**src/rtl/cmc_pkg.sv**
```systemverilog
package cmc_pkg;

    localparam int MODE_W  = 8;
    localparam int FIELD_W = 5;
    localparam int RSV_W   = MODE_W - FIELD_W;

    localparam int RM_BIT    = 0;
    localparam int LISTEN_BIT = 1;
    localparam int SELFT_BIT = 2;
    localparam int FILT_BIT  = 3;
    localparam int SLEEP_BIT = 4;

    typedef enum logic [1:0] {
        CAUSE_HW     = 2'd0,
        CAUSE_CPU    = 2'd1,
        CAUSE_BUSOFF = 2'd2
    } rst_cause_e;

    typedef struct packed {
        logic sleep;
        logic filt_single;
        logic self_test;
        logic listen_only;
        logic rst_mode;
    } mode_bits_t;

    typedef struct packed {
        mode_bits_t mode;
        logic       rm_req;
        rst_cause_e cause;
        logic       bus_off_prev;
        logic       abort;
        logic       err_init;
        logic       online;
    } ctl_t;

endpackage

```
**src/rtl/cmc_half_phase.sv**
```systemverilog
module cmc_half_phase (
    input  logic clk,
    input  logic ext_rst,
    output logic phase_hi
);
    logic ph_d, ph_q;

    always_comb begin
        ph_d = ~ph_q;
    end

    always_ff @(posedge clk) begin
        if (ext_rst) ph_q <= 1'b0;
        else         ph_q <= ph_d;
    end

    assign phase_hi = ph_q;
endmodule

```
**src/rtl/cmc_free_detect.sv**
```systemverilog
module cmc_free_detect #(
    parameter int RUN_LEN = 11
) (
    input  logic clk,
    input  logic ext_rst,
    input  logic en,
    input  logic bit_tick,
    input  logic bus_rx,
    output logic seq_pulse
);
    localparam int CW = (RUN_LEN > 1) ? $clog2(RUN_LEN) : 1;
    localparam logic [CW-1:0] LAST = CW'(RUN_LEN - 1);

    logic [CW-1:0] run_d, run_q;

    always_comb begin
        run_d     = run_q;
        seq_pulse = 1'b0;
        if (!en) begin
            run_d = '0;
        end else if (bit_tick) begin
            if (!bus_rx) begin
                run_d = '0;
            end else if (run_q == LAST) begin
                run_d     = '0;
                seq_pulse = 1'b1;
            end else begin
                run_d = run_q + 1'b1;
            end
        end
    end

    always_ff @(posedge clk) begin
        if (ext_rst) run_q <= '0;
        else         run_q <= run_d;
    end
endmodule

```
**src/rtl/cmc_seq_counter.sv**
```systemverilog
module cmc_seq_counter #(
    parameter int MAX_SEQ = 128,
    localparam int SW     = $clog2(MAX_SEQ + 1)
) (
    input  logic          clk,
    input  logic          ext_rst,
    input  logic          en,
    input  logic          seq_pulse,
    input  logic [SW-1:0] target,
    output logic          done
);
    logic [SW-1:0] seen_d, seen_q;

    always_comb begin
        seen_d = seen_q;
        done   = 1'b0;
        if (!en) begin
            seen_d = '0;
        end else if (seq_pulse) begin
            seen_d = seen_q + 1'b1;
            done   = (seen_q == target - SW'(1));
        end
    end

    always_ff @(posedge clk) begin
        if (ext_rst) seen_q <= '0;
        else         seen_q <= seen_d;
    end
endmodule

```
**src/rtl/can_mode_ctrl.sv**
```systemverilog
module can_mode_ctrl
    import cmc_pkg::*;
#(
    parameter int RUN_LEN     = 11,
    parameter int NORMAL_SEQS = 1,
    parameter int BUSOFF_SEQS = 128,
    parameter int ERR_W       = 8,
    parameter int TEC_INIT    = 127
) (
    input  logic               clk,
    input  logic               ext_rst,
    input  logic               cpu_wr,
    input  logic [FIELD_W-1:0] cpu_wdata,
    output logic [MODE_W-1:0]  mode_rd,
    input  logic               bus_off,
    input  logic               bit_tick,
    input  logic               bus_rx,
    output logic               bus_on,
    output logic               xfer_abort,
    output logic               rxerr_clr,
    output logic               txerr_load,
    output logic [ERR_W-1:0]   txerr_load_val
);
    localparam int MAX_SEQ = (BUSOFF_SEQS > NORMAL_SEQS) ? BUSOFF_SEQS : NORMAL_SEQS;
    localparam int SW      = $clog2(MAX_SEQ + 1);

    localparam ctl_t CTL_RST = '{
        mode:         '{sleep: 1'b0, filt_single: 1'b0, self_test: 1'b0,
                        listen_only: 1'b0, rst_mode: 1'b1},
        rm_req:       1'b1,
        cause:        CAUSE_HW,
        bus_off_prev: 1'b0,
        abort:        1'b0,
        err_init:     1'b0,
        online:       1'b0
    };

    ctl_t q, d;

    logic          phase_hi;
    logic          count_en;
    logic          seq_pulse;
    logic          seq_done;
    logic          busoff_ev;
    logic [SW-1:0] seq_target;

    cmc_half_phase u_phase (
        .clk      (clk),
        .ext_rst  (ext_rst),
        .phase_hi (phase_hi)
    );

    assign count_en   = ~q.mode.rst_mode & ~q.online;
    assign seq_target = (q.cause == CAUSE_BUSOFF) ? SW'(BUSOFF_SEQS) : SW'(NORMAL_SEQS);

    cmc_free_detect #(.RUN_LEN(RUN_LEN)) u_free (
        .clk       (clk),
        .ext_rst   (ext_rst),
        .en        (count_en),
        .bit_tick  (bit_tick),
        .bus_rx    (bus_rx),
        .seq_pulse (seq_pulse)
    );

    cmc_seq_counter #(.MAX_SEQ(MAX_SEQ)) u_seq (
        .clk       (clk),
        .ext_rst   (ext_rst),
        .en        (count_en),
        .seq_pulse (seq_pulse),
        .target    (seq_target),
        .done      (seq_done)
    );

    assign busoff_ev = bus_off & ~q.bus_off_prev;

    always_comb begin
        d              = q;
        d.bus_off_prev = bus_off;

        // register write: protected fields only while reset mode holds
        if (cpu_wr) begin
            d.rm_req = cpu_wdata[RM_BIT];
            if (q.mode.rst_mode) begin
                d.mode.filt_single = cpu_wdata[FILT_BIT];
                d.mode.self_test   = cpu_wdata[SELFT_BIT];
                d.mode.listen_only = cpu_wdata[LISTEN_BIT];
            end else begin
                d.mode.sleep = cpu_wdata[SLEEP_BIT];
            end
        end

        // software reset request lands on the half-rate phase
        if (phase_hi && (q.rm_req != q.mode.rst_mode)) begin
            d.mode.rst_mode = q.rm_req;
            if (q.rm_req) d.cause = CAUSE_CPU;
        end

        // bus-off forces reset mode at once
        if (busoff_ev) begin
            d.mode.rst_mode = 1'b1;
            d.rm_req        = 1'b1;
            d.cause         = CAUSE_BUSOFF;
        end

        if (d.mode.rst_mode) d.mode.sleep = 1'b0;

        d.abort    = d.mode.rst_mode & ~q.mode.rst_mode;
        d.err_init = busoff_ev;

        if (q.mode.rst_mode)  d.online = 1'b0;
        else if (seq_done)    d.online = 1'b1;
    end

    always_ff @(posedge clk) begin
        if (ext_rst) q <= CTL_RST;
        else         q <= d;
    end

    assign mode_rd        = {{RSV_W{1'b0}}, q.mode};
    assign bus_on         = q.online & ~q.mode.rst_mode;
    assign xfer_abort     = q.abort;
    assign rxerr_clr      = q.err_init;
    assign txerr_load     = q.err_init;
    assign txerr_load_val = ERR_W'(TEC_INIT);
endmodule

```
**config.mk**
```make
export PLATFORM = sky130hd
export DESIGN_NAME = can_mode_ctrl
export DESIGN_NICKNAME = d
export VERILOG_FILES = /design/src/rtl/cmc_pkg.sv /design/src/rtl/cmc_half_phase.sv /design/src/rtl/cmc_free_detect.sv /design/src/rtl/cmc_seq_counter.sv /design/src/rtl/can_mode_ctrl.sv
export SDC_FILE = /design/constraint.sdc
export NUM_CORES = 1
export LEC_CHECK = 0
export ABC_AREA = 1
export CAP_MARGIN = 20
export CELL_PAD_IN_SITES_DETAIL_PLACEMENT = 0
export CELL_PAD_IN_SITES_GLOBAL_PLACEMENT = 1
export CORE_UTILIZATION = 30
export CTS_CLUSTER_SIZE = 16
export DETAILED_ROUTE_END_ITERATION = 10
export MAX_ROUTING_LAYER = met4
export PLACE_DENSITY = 0.66
export SYNTH_ARGS = -nofsm -noshare
export SYNTH_HDL_FRONTEND = slang
export SYNTH_HIERARCHICAL = 1
export SYNTH_SLANG_ARGS = --single-unit
```
**constraint.sdc**
```tcl
create_clock -name clk -period 5.7 [get_ports clk]
set_input_delay 1.14 -clock clk [delete_from_list [all_inputs] [get_ports clk]]
set_output_delay 1.14 -clock clk [all_outputs]
set_load 0.01 [all_outputs]
```
==> flow_summary.toml, run 1 <==
[grt]
grt_max_degree = 14
grt_pass1_wl_mm = 4.55
gr-total-overflow = 0
grt_pass1_vias = 1131
antenna_found_initial = 0
grt_use_total_pct = 11.1

[logic_synthesis]
synth_area_mm2 = 0.00153
synth.most_common_cell = "nand2_1"
async_reset_ff_share_pct = 0
synth_edf_count = 0
ys_ff_latch = 25
synthCells = 235
synth_cell_types = 27
synth.area.top_cells = "dfxtp_1 33%, nand2_1 12%, inv_1 9.1%, buf_4 8.3%, nor2_1 8.1%"
synth_area_leader_cell = "dfxtp_1"
yosysTopAreaCellShare_pct = 32.7
synth_common_cells = "50 x nand2_1, 37 x inv_1, 33 x nor2_1"
ys.flop_type = "dfxtp_1"
syn_area_per_cell_um2 = 6.51
ys_seq_area_share_pct = 32.7
ys_warn_count = 6

[power_and_ir_drop]
power_uw = 337
leakagePower_uw = 0.000825
ir_worst_vdd_v = 0.000131
p_per_area_mw_per_mm2 = 184

[placed_design]
routabilityCongestion = 0.733
io_buffers = 19
dpl.hpwl_mm = 2.20
pre_cts_slack_ps = 2320
dp_cells = 334
place_area_mm2 = 0.00179

[cells_and_area]
multi_input_area_um2 = 861
final_cells = 338
design_area_mm2 = 0.00183
diodes = 0
fillCellCount = 571
fin_nets = 287
syn_to_final_growth_pct = 19.9
ff_latch_area_um2 = 500
drive_above_1_share_pct = 7.38

[clocking]
htreeDepth = 1
clock_latency_ps = 260
cts_tree = "yes"
clock-sinks = 25
clockBufferDepth = 2
root_buffer = "clkbuf_8"
postCtsSetupRepairBufs = 0
clk_pin_slew_ps = 80
cts-resized-gates = 0
postCtsHoldBufs = 0
cts_made_buffers = 3

[die]
rows = 25
fp.dieH_um = 73.4
coreArea_mm2 = 0.00482
die_w_um = 73.4
die-area_mm2 = 0.00539
ioPinCount = 31
start_util_pct = 31.8

[worst_hold_path]
hp-class = "reg2reg"

[setup_path]
crit_path_start_kind = "input port"
critPathKind = "in2reg"
critPathArrivalTime_ps = 3250
worst-path-max-fanout = 7
endpoint_kind = "flop"
cp.required_ps = 5910

[detailed_routing]
drc = 0
first_iter_violations = 20
antenna_left = 0
routed_wl_mm = 2.70
first_pass_iters = 2
vias_per_cell = 3.79
post_drt_wl_per_cell_um = 7.99
vias = 1280

[sta]
fin_crit_ps = 3030
fin_skew_ps = 2.78
setup_tns_ps = 0
finalMaxSlewViolations = 0
setup_slack_ps = 2670
finalHoldViolations = 0
clock.fmax_mhz = 329
setup_viol = 0
tightest_slew_ps = 683
fin_crit_sh_pct = 53.2
max-slew-margin-rel_pct = 54.1
rsz0062_at_grt = "no"

[job]
maxCapViolations = 0

[run_status]
status = "complete, no violations"
-- cell usage in the layout, fill, tap and decap left out, types with 2 or more instances in the layout --
master	Yosys	routed
a21oi_1	8	8
a21oi_2	2	2
clkbuf_8	0	3
clkdlybuf4s50_1	0	19
clkinv_1	2	2
conb_1	2	32
dfxtp_1	25	25
ha_1	4	4
inv_1	37	37
inv_2	2	2
nand2_1	50	50
nand2_2	5	5
nand3_1	15	15
nor2_1	33	33
nor2_2	5	5
nor3_1	5	5
o21ai_0	5	5
o21ai_1	4	4
xnor2_1	2	2
xor2_1	4	4
-- registers in the layout, indices dropped and copies added (netlist names) --
register	flops
u_free/run_q	4
u_phase/phase_hi	1
rxerr_clr	1
u_seq/seen_q	8
xfer_abort	1
mode_rd	5
q	5
-- layout make-up --
class / count / area share, %
multi-input cells: 182 / 46.9
well taps: 67 / 4.57
flip-flops and latches: 25 / 27.3
inverters: 41 / 8.39
repair buffers: 19 / 10.4
clock buffers: 4 / 2.46
-- power by group --
part / internal (uW) / switching, uW / total [uW] / leakage, uW
clock: 49.9 / 53.8 / 104 / 0.0000228
combinational: 22.1 / 28.6 / 50.7 / 0.000598
sequential: 179 / 3.21 / 183 / 0.000204
-- per-layer routing --
layer | up-vias | share of wire, % | global-route usage [%] | wire [um]
li1 | 737 | - | - | -
met2 | 15 | 44 | 18.4 | 1180
met5 | - | 0 | - | 0
met1 | 522 | 52 | 13.4 | 1410
met3 | 6 | 2.6 | 1.65 | 69
met4 | 0 | 1.5 | 4.70 | 40
-- final timing paths --
path	cells after the start	start	endpoint	slack, ps
worst max register to register	15	u_free/run_q[0]	q[0]	3370
worst max-delay path	12	bit_tick	q[0]	2670
worst min-delay path	2	q[4]	q[4]	460
worst min register to register	2	q[4]	q[4]	460
-- cells by family (layout without fill, tap and decap cells) --
kind of cell | Yosys count | in the layout | share of synthesized area (%)
adders and majority gates | 4 | 4 | 3.27
AOI/OAI and AO/OA | 21 | 21 | 7.69
buffers and inverters | 58 | 64 | 18.4
and+or+nand+nor | 119 | 119 | 34.0
xor gates and xnor gates | 6 | 6 | 3.43
DFF | 25 | 25 | 32.7
other | 2 | 32 | 0.491
-- stage by stage --
stage	utilization [%]	hold slack, ps
floorplan	-	431
global placement	37.1	448
detailed placement	37.1	450
CTS	38.1	464
global route	38.1	500
finish	38.1	457
-- critical path, cell delays in order --
cell and delay, ps:
clkdlybuf4s50_1 560, nand2_2 80, nor3_1 570, nand2_1 110, inv_1 70, o21ai_0 90, nor2_1 130, nand2_1 60
nor2_1 90, nand3_1 70, nor2_1 150, o21a_1 120
Note: power is estimated with default switching activity, not from simulation.
==> inputs of run 2 (changes only) <==
==> constraint.sdc (replaced) <==
create_clock -name clk -period 2.82 [get_ports clk]
set_input_delay 0.564 -clock clk [delete_from_list [all_inputs] [get_ports clk]]
set_output_delay 0.564 -clock clk [all_outputs]
set_load 0.01 [all_outputs]
==> flow_summary.toml, run 2 (same netlist as run 1, synthesis figures left out) <==
[run_status]
status = "complete, no violations"

[cells_and_area]
diodes = 0
largest_reg_flops = 8
design_area_mm2 = 0.00185
fin_nets = 288
final_cells = 339
drive_above_1_share_pct = 8.09
layout_commonest_cell = "nand2_1"
largest-register = "u_seq/seen_q"
syn_to_final_growth_pct = 20.6
final_cell_mix = "50 x nand2_1, 37 x inv_1, 33 x nor2_1, 32 x conb_1, 25 x dfxtp_1"

[grt]
grt_pass1_vias = 1146
grt_use_total_pct = 11.6
grt_pass1_wl_mm = 4.72
antenna_found_initial = 0
grt_max_degree = 16
gr-total-overflow = 0

[clocking]
cts_made_buffers = 3
htreeDepth = 1
clockBufferDepth = 2
cts_tree = "yes"
clock-sinks = 25
root_buffer = "clkbuf_8"
cts-resized-gates = 0
postCtsSetupRepairBufs = 0
postCtsHoldBufs = 0
clock_latency_ps = 270
clk_pin_slew_ps = 90

[placed_design]
dp_cells = 335
routabilityCongestion = 0.743
dpl.hpwl_mm = 2.20
place_area_mm2 = 0.00180
io_buffers = 19
pre_cts_slack_ps = 487

[die]
die_w_um = 73.4
ioPinCount = 31
die-area_mm2 = 0.00539
coreArea_mm2 = 0.00482
rows = 25
start_util_pct = 31.8
fp.dieH_um = 73.4

[power_and_ir_drop]
ir_worst_vdd_v = 0.000239
power_uw = 693
leakagePower_uw = 0.000829
p_per_area_mw_per_mm2 = 375

[setup_path]
critPathArrivalTime_ps = 2270
crit_path_start_kind = "input port"
critPathKind = "in2reg"
endpoint_kind = "flop"
cp.required_ps = 3040
worst-path-max-fanout = 7

[sta]
clock.fmax_mhz = 487
fin_skew_ps = 7.91
setup_viol = 0
rsz0062_at_grt = "no"
fin_crit_ps = 2050
fin_crit_sh_pct = 72.8
setup_slack_ps = 766
finalHoldViolations = 0
setup_tns_ps = 0
finalMaxSlewViolations = 0

[detailed_routing]
vias = 1327
post_drt_wl_per_cell_um = 7.85
routed_wl_mm = 2.66
first_iter_violations = 20
vias_per_cell = 3.91
first_pass_iters = 4
drc = 0
antenna_left = 0

[worst_hold_path]
hp-class = "reg2reg"

[job]
maxCapViolations = 0
## run 2: cell count changes in the layout (fill, tap and decap cells not counted), sizes merged
cell and change:
clkinvlp +1, buf +1, clkbuf -1
## run 2: layout make-up
| class | count | area [um^2] |
|---|---|---|
| repair buffers | 20 | 198 |
| well taps | 67 | 83.8 |
| fillers | 576 | 2970 |
| clock inverters | 1 | 7.51 |
| multi-input cells | 182 | 861 |
| flip-flops and latches | 25 | 500 |
| inverters | 41 | 154 |
| clock buffers | 3 | 41.3 |
## run 2: path summary, 6_finish.rpt
check / from / endpoint / slack, ps / cells past startpoint
setup / recovery: bit_tick / q[0] / 770 / 13
setup reg to reg: u_free/run_q[0] / q[0] / 880 / 16
hold / removal: q[4] / q[4] / 460 / 2
hold reg to reg: q[4] / q[4] / 460 / 2
## run 2: through the flow
stage / util [%] / hold WS [ps]
5_1_grt: 38.3 / 492
3_5_place_dp: 37.3 / 448
3_3_place_gp: 37.3 / 447
4_1_cts: 38.3 / 463
6_report: 38.3 / 457
2_1_floorplan: - / 431
## run 2: layer usage
layer	track usage [%]	part of all wire, %	wire, um	vias to the layer above
met1	14.8	51	1360	564
met5	-	0	0	-
met4	5.77	2.1	57	0
li1	-	-	-	739
met2	18.0	45	1190	19
met3	1.65	2.3	60	5
## run 2: critical path, stage by stage
cell	delay, ps
clkdlybuf4s50_1	550
nand2_2	80
nor3_1	170
buf_4	170
nand2_1	60
inv_1	50
o21ai_0	70
nor2_1	120
nand2_1	60
nor2_1	80
nand3_1	70
nor2_1	110
o21a_1	110
## run 2: where the power goes
| part | leakage, uW | internal, uW | switching (uW) | total (uW) |
|---|---|---|---|---|
| clock network | 0.0000217 | 100 | 120 | 220 |
| registers | 0.000204 | 362 | 6.46 | 369 |
| logic | 0.000604 | 44.8 | 58.9 | 104 |
| total | 0.000829 | 508 | 185 | 693 |
==> inputs of run 3 (changes only) <==
==> constraint.sdc (replaced) <==
create_clock -name clk -period 1.9 [get_ports clk]
set_input_delay 0.38 -clock clk [delete_from_list [all_inputs] [get_ports clk]]
set_output_delay 0.38 -clock clk [all_outputs]
set_load 0.01 [all_outputs]
==> flow_summary.toml, run 3 (same netlist as run 1, synthesis figures left out) <==
[die]
die-area_mm2 = 0.00539
coreArea_mm2 = 0.00482
fp.dieH_um = 73.4
ioPinCount = 31
die_w_um = 73.4
rows = 25
start_util_pct = 31.8

[cells_and_area]
drive_above_1_share_pct = 15.6
fin_nets = 298
diodes = 0
layout_commonest_cell = "nand2_1"
largest_reg_flops = 8
final_cell_mix = "48 x nand2_1, 35 x inv_1, 32 x conb_1, 30 x nor2_1, 23 x dfxtp_1"
syn_to_final_growth_pct = 30.4
largest-register = "u_seq/seen_q"

[setup_path]
worst-path-max-fanout = 7
critPathKind = "reg2reg"
endpoint_kind = "flop"
crit_path_start_kind = "flop"
cp.required_ps = 2080
critPathArrivalTime_ps = 2030
rr_worst_depth = 15

[grt]
antenna_found_initial = 0
grt_pass1_vias = 1184
grt_max_degree = 17
grt_use_total_pct = 11.6
gr-total-overflow = 0
grt_pass1_wl_mm = 4.73

[worst_hold_path]
hold_path_depth = 2
hp-class = "reg2reg"

[clocking]
clockBufferDepth = 2
clk_pin_slew_ps = 100
clock-sinks = 25
htreeDepth = 1
root_buffer = "clkbuf_8"
cts_tree = "yes"
clock_latency_ps = 280
cts_made_buffers = 3

[job]
maxCapViolations = 0

[power_and_ir_drop]
p_per_area_mw_per_mm2 = 529
power_uw = 1060
ir_worst_vdd_v = 0.000559
leakagePower_uw = 0.000949

[placed_design]
dpl.hpwl_mm = 2.29
io_buffers = 19
routabilityCongestion = 0.786
pre_cts_slack_ps = -143

[sta]
fin_crit_sh_pct = 97.4
finalHoldViolations = 0
fin_crit_ps = 1850
hold_slack_ps = 462
setup_slack_ps = 49.4
fin_skew_ps = 7.47
clock.fmax_mhz = 540
setup_viol = 0
rsz0062_at_grt = "yes"
finalMaxSlewViolations = 0

[detailed_routing]
antenna_left = 0
vias_per_cell = 3.75
first_iter_violations = 23
post_drt_wl_per_cell_um = 8.08
drc = 0
vias = 1310
first_pass_iters = 4
routed_wl_mm = 2.82

[run_status]
status = "complete, no violations"
## run 3: cell count changes in the layout (fill, tap and decap cells not counted), sizes merged
cell      before  now
clkinvlp       1    0
buf            1   11
inv           39   40
## run 3: routing by layer
metal | vias up | part of all wire (%) | GRT usage, %
met5 | - | 0 | -
met4 | 0 | 0.78 | 2.56
met3 | 2 | 2.6 | 2.88
met2 | 13 | 48 | 20.0
met1 | 537 | 48 | 13.7
li1 | 758 | - | -
## run 3: layout make-up
type                            instances  area, um^2
Timing Repair Buffer                   30         273
Clock inverter                          1        8.76
Sequential cell                        25         503
Tap cell                               67        83.8
Clock buffer                            3        41.3
Multi-Input combinational cell        182         932
Fill cell                             549        2820
Inverter                               41         154
## run 3: metrics by stage
step	util (%)	cell area (um^2)	instances	TNS [ps]
2_1_floorplan	-	1650	265	0
3_3_place_gp	38.6	1860	343	-220
3_5_place_dp	38.6	1860	343	-355
4_1_cts	39.7	1910	347	0
5_1_grt	41.4	2000	349	-442
6_report	41.4	2000	349	0
## run 3: critical path, cell delays in order, from the launching register on
cell and delay [ps]:
dfxtp_2 340, inv_2 60, ha_4 140, nand2_4 50, nor2_4 120, inv_2 50, nor3_2 130, buf_4 160
buf_4 120, nand2_4 40, nor2_4 110, nand2_4 80, nor3_4 130, nand3_1 90, nand2_1 80, nor2_2 30
## run 3: worst paths after layout
check	from	endpoint	slack, ps
setup reg to reg	u_free/run_q[0]	u_seq/seen_q[7]	50
hold / removal	q[4]	q[4]	460
setup / recovery	u_free/run_q[0]	u_seq/seen_q[7]	50
hold reg to reg	q[4]	q[4]	460
## run 3: what timing repair did
action / CTS / global route
hold buffers: 0 / 0
endpoints found under the hold margin: 0 / 0
setup buffers: 0 / 2
setup endpoints to repair: 0 / 5
resized for setup: 0 / 20
## run 3: where the power goes
part,switching [uW],total [uW],internal [uW]
Combinational,91.1,164,73.1
Sequential,7.51,546,538
Clock,193,347,154
